`src/rtl/nsr_pkg.sv`:
```
package nsr_pkg;

   typedef enum logic [1:0] {
      OP_SHL = 2'b00,
      OP_SHR = 2'b01,
      OP_ROL = 2'b10,
      OP_ROR = 2'b11
   } shop_e;

   typedef struct packed {
      logic  legal;
      logic  is_mem;
      shop_e op;
      logic  sel_b;
      logic  use_y;
      logic  post_inc;
   } dec_t;

   localparam logic [7:0] GROUP_TAG = 8'b1000_0111;

endpackage

```
`src/rtl/nsr_decode.sv`:
```
module nsr_decode
   import nsr_pkg::*;
#(
   parameter int INSN_W = 13
) (
   input  logic [INSN_W-1:0] instr,
   output dec_t              dec
);

   localparam int TAG_LSB = INSN_W - 8;

   if (INSN_W != 13) begin : g_bad_width
      $error("nsr_decode: INSN_W must be 13");
   end

   logic tag_hit;
   assign tag_hit = (instr[INSN_W-1:TAG_LSB] == GROUP_TAG);

   always_comb begin
      dec = '0;
      if (instr[4]) begin
         dec.legal    = tag_hit & ~instr[3];
         dec.is_mem   = 1'b0;
         dec.op       = shop_e'(instr[1:0]);
         dec.sel_b    = instr[2];
      end else begin
         dec.legal    = tag_hit;
         dec.is_mem   = 1'b1;
         dec.op       = shop_e'(instr[3:2]);
         dec.use_y    = instr[1];
         dec.post_inc = instr[0];
      end
   end

endmodule

```
`src/rtl/nsr_shifter.sv`:
```
module nsr_shifter
   import nsr_pkg::*;
#(
   parameter int W = 4
) (
   input  shop_e        op,
   input  logic [W-1:0] din,
   input  logic         cin,
   output logic [W-1:0] dout,
   output logic         cout,
   output logic         zero
);

   if (W < 2) begin : g_bad_w
      $error("nsr_shifter: W must be at least 2");
   end

   logic fill;
   logic go_left;

   assign fill    = op[1] ? cin : 1'b0;
   assign go_left = ~op[0];

   for (genvar i = 0; i < W; i++) begin : g_bit
      logic from_low;
      logic from_high;
      if (i == 0) begin : g_lo
         assign from_low = fill;
      end else begin : g_lo
         assign from_low = din[i-1];
      end
      if (i == W - 1) begin : g_hi
         assign from_high = fill;
      end else begin : g_hi
         assign from_high = din[i+1];
      end
      assign dout[i] = go_left ? from_low : from_high;
   end

   assign cout = go_left ? din[W-1] : din[0];
   assign zero = ~|dout;

endmodule

```
`src/rtl/nsr_seq.sv`:
```
module nsr_seq
   import nsr_pkg::*;
#(
   parameter int AW = 16
) (
   input  logic          clk,
   input  logic          rst_n,
   input  logic          accept,
   input  shop_e         op_in,
   input  logic [AW-1:0] addr_in,
   input  logic          use_y_in,
   input  logic          inc_in,
   output logic          in_wr,
   output shop_e         op_q,
   output logic [AW-1:0] addr_q,
   output logic          use_y_q,
   output logic          inc_q
);

   typedef enum logic {ST_IDLE = 1'b0, ST_WR = 1'b1} st_e;

   st_e state;

   always_ff @(posedge clk) begin
      if (!rst_n) begin
         state   <= ST_IDLE;
         op_q    <= OP_SHL;
         addr_q  <= '0;
         use_y_q <= 1'b0;
         inc_q   <= 1'b0;
      end else begin
         case (state)
            ST_IDLE: if (accept) begin
               state   <= ST_WR;
               op_q    <= op_in;
               addr_q  <= addr_in;
               use_y_q <= use_y_in;
               inc_q   <= inc_in;
            end
            default: state <= ST_IDLE;
         endcase
      end
   end

   assign in_wr = (state == ST_WR);

endmodule

```
`src/rtl/nsr_unit.sv`:
```
module nsr_unit
   import nsr_pkg::*;
#(
   parameter int NIB_W  = 4,
   parameter int ADDR_W = 16,
   parameter int INSN_W = 13
) (
   input  logic              clk,
   input  logic              rst_n,
   input  logic              start,
   input  logic [INSN_W-1:0] instr,
   input  logic [NIB_W-1:0]  a_in,
   input  logic [NIB_W-1:0]  b_in,
   input  logic [ADDR_W-1:0] x_in,
   input  logic [ADDR_W-1:0] y_in,
   input  logic              c_in,
   input  logic [NIB_W-1:0]  mem_rdata,
   output logic              mem_rd,
   output logic              mem_wr,
   output logic [ADDR_W-1:0] mem_addr,
   output logic [NIB_W-1:0]  mem_wdata,
   output logic [NIB_W-1:0]  res_nib,
   output logic              a_we,
   output logic              b_we,
   output logic              x_we,
   output logic              y_we,
   output logic [ADDR_W-1:0] idx_nxt,
   output logic              flag_we,
   output logic              c_out,
   output logic              z_out,
   output logic              busy,
   output logic              done,
   output logic              illegal
);

   localparam logic [ADDR_W-1:0] IDX_STEP = ADDR_W'(1);

   if (ADDR_W < 2) begin : g_bad_aw
      $error("nsr_unit: ADDR_W must be at least 2");
   end

   dec_t              dec;
   logic              in_wr;
   shop_e             op_q;
   logic [ADDR_W-1:0] addr_q;
   logic              use_y_q;
   logic              inc_q;
   logic              idle_go;
   logic              acc_reg;
   logic              acc_mem;
   shop_e             sh_op;
   logic [NIB_W-1:0]  sh_in;
   logic [NIB_W-1:0]  sh_out;
   logic              sh_cout;
   logic              sh_zero;
   logic [ADDR_W-1:0] rd_addr;

   nsr_decode #(.INSN_W(INSN_W)) u_dec (
      .instr (instr),
      .dec   (dec)
   );

   assign idle_go = start & ~in_wr;
   assign acc_reg = idle_go & dec.legal & ~dec.is_mem;
   assign acc_mem = idle_go & dec.legal &  dec.is_mem;
   assign rd_addr = dec.use_y ? y_in : x_in;

   nsr_seq #(.AW(ADDR_W)) u_seq (
      .clk      (clk),
      .rst_n    (rst_n),
      .accept   (acc_mem),
      .op_in    (dec.op),
      .addr_in  (rd_addr),
      .use_y_in (dec.use_y),
      .inc_in   (dec.post_inc),
      .in_wr    (in_wr),
      .op_q     (op_q),
      .addr_q   (addr_q),
      .use_y_q  (use_y_q),
      .inc_q    (inc_q)
   );

   always_comb begin
      if (in_wr) begin
         sh_op = op_q;
         sh_in = mem_rdata;
      end else begin
         sh_op = dec.op;
         sh_in = dec.sel_b ? b_in : a_in;
      end
   end

   nsr_shifter #(.W(NIB_W)) u_sh (
      .op   (sh_op),
      .din  (sh_in),
      .cin  (c_in),
      .dout (sh_out),
      .cout (sh_cout),
      .zero (sh_zero)
   );

   assign illegal   = idle_go & ~dec.legal;
   assign a_we      = acc_reg & ~dec.sel_b;
   assign b_we      = acc_reg &  dec.sel_b;
   assign mem_rd    = acc_mem;
   assign mem_wr    = in_wr;
   assign mem_addr  = in_wr ? addr_q : rd_addr;
   assign mem_wdata = sh_out;
   assign res_nib   = sh_out;
   assign c_out     = sh_cout;
   assign z_out     = sh_zero;
   assign flag_we   = acc_reg | in_wr;
   assign done      = acc_reg | in_wr;
   assign busy      = in_wr;
   assign x_we      = in_wr & inc_q & ~use_y_q;
   assign y_we      = in_wr & inc_q &  use_y_q;
   assign idx_nxt   = addr_q + IDX_STEP;

endmodule

```
`config.mk`:
```
export PLATFORM = sky130hd
export DESIGN_NAME = nsr_unit
export DESIGN_NICKNAME = d
export VERILOG_FILES = /design/src/rtl/nsr_pkg.sv /design/src/rtl/nsr_decode.sv /design/src/rtl/nsr_shifter.sv /design/src/rtl/nsr_seq.sv /design/src/rtl/nsr_unit.sv
export SDC_FILE = /design/constraint.sdc
export NUM_CORES = 1
export LEC_CHECK = 0
export BUFFER_PORTS_ARGS = -buffer_cell sky130_fd_sc_hd__clkbuf_2
export CAP_MARGIN = 20
export CORE_UTILIZATION = 40
export DETAILED_ROUTE_END_ITERATION = 8
export GPL_TIMING_DRIVEN = 0
export HOLD_SLACK_MARGIN = 0.02
export PLACE_DENSITY = 0.83
export SETUP_SLACK_MARGIN = 0.02
export SYNTH_ARGS = -nofsm -noshare
export SYNTH_HDL_FRONTEND = slang
export SYNTH_SLANG_ARGS = --single-unit
```
`constraint.sdc`:
```
create_clock -name clk -period 1.9 [get_ports clk]
set_input_delay 0.19 -clock clk [delete_from_list [all_inputs] [get_ports clk]]
set_output_delay 0.19 -clock clk [all_outputs]
set_load 0.005 [all_outputs]
```
==> reports/results.txt, run 1 <==
Die Ht: 72.10 µm
Yosys cell types: 40
M1 wire length: 2440 µm
Clock Path Buffers: 2
core footprint: 4723 µm²
WP data arrival: 1620 ps
Final Hold Viols: 0
I/O Pins: 113
fin crit share: 0.9535
synthesized cell area: 1966 µm²
CTS tree: yes
Setup WS post-layout: 88.35 ps
final wirelength: 5777 µm
Met2 Routed Length: 2851 µm
Critical R2R Launch: u_seq.in_wr
post-synthesis async set-or-reset flop share: 0
end of the worst register-to-register path: u_seq.use_y_q
# setup viols final: 0
min-delay worst type: in2reg
All-Layer GR Usage: 0.2228
Max Cap Viol: 0
cell count after synthesis: 223
Final Wtd Congestion: 0.9086
Pwr per Cell Area: 367.4 nW/µm²
initial core utilization: 0.4162
total CTS buffers: 3
synth warn: 0
Hold Path Sink: u_seq.op_q[1]
top layer in use: met4
cell row count: 25
Worst setup SP type: flip-flop
Synth Register Bits: 21
Final ANT Viol Nets: 0
Routed WL per cell: 13.82 µm
Reg2Reg Depth: 7
Inst Count DP: 401
Req. time, crit path: 1710 ps
hold buffers post-CTS: 0
vias per cell: 5.179
status: finished clean
f_max: 552.0 MHz
Post-synth EDFFs: 0
vias in the first global route: 2,031
Die X: 72.10 µm
clock-pin slew on the worst setup and hold paths: 80 ps
Post-Syn Area per Cell: 8.815 µm²
Hold Crit Start: rst_n
Final Util: 0.6064
Area Growth Syn to Fin: 45.70%
CP max FO: 4
vias post-DR: 2,165
initial antenna violation count: 0
post-route clock skew: 4.182 ps
metal3 WL: 413 µm
peak supply drop: 0.0002334 V
Tot Pwr: 1.052 mW
Die Footprint: 5198 µm²
Net Count, Synth: 285
fin nets: 414
first-pass GRT wire length: 9239 µm
Slew Viols, Final: 0
Clock Latency Late Sink: 260 ps
TritonCTS Sinks: 21
crit path capture type: primary output
port bufs: 111
DRT iter0 DRCs: 90
worst slew pin tran: 452.4 ps
pre-CTS setup slack: -247.9 ps
Crit Path Class: reg2out
ys flop type: dfxtp_1
Worst slew margin: 0.6984
DRC Markers: 0
sequential fraction of the synthesis area: 0.2139
clock tree root driver cell: clkbuf_8
minimum clock period after layout: 1812 ps
# diodes: 0
fraction of layout cells with a size suffix above 1: 0.6211
unrepaired setup endpoints after global routing: true
CTS H-tree depth: 1
Non-Filler Instances: 418
hold depth: 2
grt total ovfl: 0
largest net degree at the start of global routing: 13
leakage: 1.427 nW
DR pass1 iterations: 4
DPL Wire Length: 4349 µm
reg2reg setup slack: 130 ps
[cells in the mapped netlist (all sizes together) (3+ instances only)]
master	count	area (µm²)
mux2	32	360.4
dfxtp	21	420.4
mux2i	16	160.2
o311a	16	160.2
or2	16	100.1
buf	15	115.1
nand2	15	56.30
xnor2	9	78.83
clkbuf	8	30.03
nor2b	7	43.79
a21oi	6	30.03
nor2	6	22.52
o21ai	6	30.02
nand2b	5	31.28
nand3	5	25.02
xor2	5	43.79
inv	4	15.01
nand4	4	25.02
nor4	4	40.04
and2	3	18.77
and3	3	18.77
[layer usage]
| layer | GRT usage | up-vias |
|---|---|---|
| li1 | - | 1073 |
| met1 | 0.2768 | 988 |
| met2 | 0.4050 | 97 |
| met3 | 0.02500 | 7 |
| met4 | 0.06100 | 0 |
| met5 | 0 | - |
[what timing repair did]
action                                  in CTS  in global routing
pin swaps                                    5                  5
resized for setup                           19                 28
endpoints found under the setup margin      34                 41
setup buffers                               10                  6
[worst max-delay path, cell delays in order, from the launching register on]
cell and delay, ps:
dfxtp_4 360, and4_4 230, nand4_1 170, buf_4 220
nor2_2 90, xor2_1 150, clkbuf_2 130
[how the worst max path moves through the flow]
stage | endpoint | cells after the start | start
after floorplan | res_nib[1] | 5 | instr[4]
after global placement | res_nib[1] | 7 | instr[4]
after detailed placement | res_nib[1] | 7 | instr[4]
after CTS | mem_rd | 5 | u_seq.in_wr
after global routing | idx_nxt[11] | 6 | u_seq.addr_q[4]
final | idx_nxt[11] | 6 | u_seq.addr_q[4]
[layout by cell type, fill, tap and decap left out, types with 2 or more instances in the layout]
cell,instances
clkbuf_8,3
and2_1,3
a21oi_1,6
clkbuf_1,4
or2_2,16
xor2_1,5
buf_6,4
xnor2_1,9
mux2_2,32
inv_1,4
o2111ai_1,2
clkbuf_2,111
nand3_1,5
nor2b_1,7
buf_4,24
mux2i_1,14
nor2_1,4
dfxtp_2,6
a22o_1,2
o311a_1,16
buf_2,3
nand2_1,15
dfxtp_1,10
and3_1,3
o21ai_1,4
nand4_1,4
nand2b_1,5
o21ai_0,2
dfxtp_4,5
nor4_2,2
[flip-flops by register name (all words and copies together) (netlist names)]
name / cells
u_seq.addr_q: 16
u_seq.op_q: 2
u_seq.in_wr: 1
u_seq.inc_q: 1
u_seq.use_y_q: 1
[kinds of logic after synthesis]
| kind of cell | after synthesis | synth area share |
|---|---|---|
| compound gates | 38 | 0.1528 |
| xor+xnor | 14 | 0.06238 |
| fa+ha+maj | 1 | 0.006364 |
| buf+inv | 27 | 0.08147 |
| flops | 21 | 0.2139 |
| mux | 48 | 0.2648 |
| simple gates | 74 | 0.2183 |
[layout make-up]
type                       instances  area [µm²]
buffer                            20       142.6
clock buffer                       3       41.29
clock inverter                     1       5.005
fill                             415        1859
inverter                           4       15.01
multi-input combinational        175        1454
sequential                        21       446.7
tap                               67       83.83
timing repair buffer             127       675.6
[where the power goes]
group          switching (mW)  internal, mW
sequential           0.000571         0.433
combinational           0.143         0.183
clock                   0.146         0.146
total                   0.290         0.762
[through the flow]
| step | hold slack [ps] | cell area [µm²] | TNS, ps |
|---|---|---|---|
| 3_3_place_gp | 430.8 | 2605 | -2996 |
| 6_report | 184.0 | 2864 | 0 |
| 2_1_floorplan | 318.2 | 1966 | 0 |
| 3_5_place_dp | 452.4 | 2605 | -3932 |
| 5_1_grt | 193.7 | 2864 | 0 |
| 4_1_cts | 183.5 | 2775 | -59.38 |
Note: power is estimated with default switching activity, not from simulation.
==> run 2: changes to the inputs <==
Settings changed: CORE_UTILIZATION 40 to 45, PLACE_DENSITY 0.83 to 0.91.
==> run 2 against run 1 <==
Effect of this change: die area down 11%; fmax down 4.9%; the flow now finishes with violations (setup timing); global-route usage up 4.6 points; sequential power about the same; non-clock buffer count up 4; clock power about the same; largest cell class unchanged; highest routed layer unchanged; critical path depth up 1; final area up 1.8%; total power up 1.2%; core utilization up 11 points; hold slack better by 14 ps; sequential cell count unchanged.
==> reports/results.txt, run 2 (synthesis gave the netlist of run 1 again) <==
CP bufs+invs: 3 (+1)
DRC Markers: 0 (unchanged)
top flop regs: u_seq.addr_q (16), u_seq.op_q (2)
vias per cell: 5.610 (+8.3%)
minimum clock period after layout: 1905 ps (+93.03 ps)
Global Route met1 Usage: 0.2806 (+0.003766)
unrepaired setup endpoints after global routing: true
Max Cap Viol: 0 (unchanged)
CTS tree: yes
vias post-DR: 2,272 (+4.9%)
cell row count: 23 (-8.0%)
All-Layer GR Usage: 0.2686 (+0.04579)
Req. time, crit path: 1710 ps (about the same)
most flop-heavy register: u_seq.addr_q
port bufs: 111 (unchanged)
peak supply drop: 0.0003137 V (+34%)
post-route cell area: 2915 µm² (+1.8%)
vias in the first global route: 2,158 (+6.3%)
hold buffers post-CTS: 0 (unchanged)
CP max FO: 7 (+3)
core footprint: 4086 µm² (-13%)
post-route clock skew: 1.888 ps (-2.294 ps)
Final Hold Viols: 0 (unchanged)
failing checks: setup timing
first-pass GRT wire length: 9349 µm (+1.2%)
Die X: 68.09 µm (-5.6%)
fin crit share: 1.002 (+0.04897)
Non-Filler Instances: 405 (-3.1%)
Cell Area, Placed: 2584 µm² (-0.82%)
fraction of layout cells with a size suffix above 1: 0.6197 (-0.001364)
# setup viols final: 1 (+1)
total CTS buffers: 3 (unchanged)
Final ANT Viol Nets: 0 (unchanged)
grt total ovfl: 0 (unchanged)
crit-path cells: buf_6 > and4b_1 > a311oi_2 > buf_4 > nand4_1 > o21ai_1 > buf_2
initial core utilization: 0.4810 (+0.06486)
Setup WS post-layout: -4.680 ps (-93.03 ps)
DRT iter0 DRCs: 90 (unchanged)
slowest stage delay, CP: 340 ps (-20 ps)
crit path capture type: primary output
Die Footprint: 4636 µm² (-11%)
leakage: 1.498 nW (+4.9%)
min-delay worst type: in2reg
Slew Viols, Final: 0 (unchanged)
met2 usage: 0.5074 (+0.1024)
WP data arrival: 1710 ps (+90 ps)
Crit Path Class: reg2out
Setup TNS: -4.680 ps (-4.680 ps)
TritonCTS Sinks: 21 (unchanged)
Area Growth Syn to Fin: 48.31%
DPL Wire Length: 4466 µm (+2.7%)
fill cell count: 310 (-25%)
Inst Count DP: 384 (-4.2%)
f_max: 525.0 MHz (-4.9%)
CP delay by family, top: buffers and inverters
Clock Latency Late Sink: 260 ps (about the same)
Pwr per Cell Area: 365.3 nW/µm² (-0.56%)
slowest CP cell: dfxtp_2
status: finished, violations left
commonest cells after routing, fill and taps aside: clkbuf_2 (110), mux2_2 (31), buf_4 (23), or2_2 (16), o311a_1 (16)
largest net degree at the start of global routing: 13 (unchanged)
fin nets: 418 (+0.97%)
Die Ht: 68.09 µm (-5.6%)
number of flip-flops in the largest register: 16 (unchanged)
commonest non-fill, non-tap cell in the layout: clkbuf_2
Routed WL per cell: 15.48 µm (+12%)
final wirelength: 6269 µm (+8.5%)
Tot Pwr: 1.065 mW (+1.2%)
Final Wtd Congestion: 0.8116 (-11%)
worst slew pin tran: 473.1 ps (+20.70 ps)
DR pass1 iterations: 4 (unchanged)
CTS H-tree depth: 1 (unchanged)
I/O Pins: 113 (unchanged)
Worst slew margin: 0.6846 (-0.01380)
GRT Max-Usage Layer: met2
initial antenna violation count: 0 (unchanged)
Worst setup SP type: flip-flop
clock-pin slew on the worst setup and hold paths: 80 ps (about the same)
# diodes: 0 (unchanged)
Clock Path Buffers: 2 (unchanged)
clock tree root driver cell: clkbuf_8
met3 usage: 0.03333 (+0.008333)
run 2: cell count changes in the layout (fill, tap and decap cells not counted), sizes merged:
| cell | delta |
|---|---|
| clkbuf | +2 |
| buf | +2 |
run 2: path summary, 6_finish.rpt:
kind | endpoint | slack, ps | from | depth (start not counted)
setup / recovery | z_out | -5 | u_seq.in_wr | 7
hold / removal | u_seq.op_q[1] | 200 | rst_n | 2
setup reg to reg | u_seq.addr_q[3] | 160 | u_seq.in_wr | 5
hold reg to reg | u_seq.inc_q | 540 | u_seq.inc_q | 2
run 2: through the flow:
step / hold WS [ps] / utilization / setup slack [ps]
floorplan: 318.2 / - / 125.5
global placement: 430.6 / 0.6323 / -195.5
detailed placement: 448.1 / 0.6323 / -233.2
CTS: 184.2 / 0.6803 / -60.91
global route: 206.5 / 0.7134 / -112.1
finish: 198.4 / 0.7134 / -4.680
run 2: repair_timing:
action                                  in CTS  in global routing
gates resized for setup                     25                 27
pin swaps                                    2                  6
gates cloned                                 0                  1
endpoints found under the setup margin      33                 52
setup buffers                               12                  7
run 2: per-layer routing:
layer,up-vias,share of wire
li1,1082,-
met1,1071,0.40
met2,103,0.52
met3,16,0.062
met4,0,0.024
met5,-,0
run 2: final cells by class:
type	instances	area, µm²	area share
Multi-Input combinational cell	175	1475	0.5060
Timing Repair Buffer	131	726.9	0.2494
Sequential cell	21	439.2	0.1506
Buffer	20	150.1	0.05150
Tap cell	50	62.56	0.02146
Clock buffer	3	41.29	0.01416
Inverter	4	15.01	0.005150
Clock inverter	1	5.005	0.001717
run 2: worst reg2reg max path: stages, from the launching register on:
cell      delay (ps)
dfxtp_2          330
buf_6            120
or3b_4           410
buf_4            190
clkbuf_1         240
o311a_1          350
run 2: report_power, final:
part	total (mW)	internal [mW]	switching, mW
registers	0.435	0.434	0.000581
logic	0.336	0.187	0.149
clock network	0.295	0.146	0.149
total	1.06	0.767	0.298
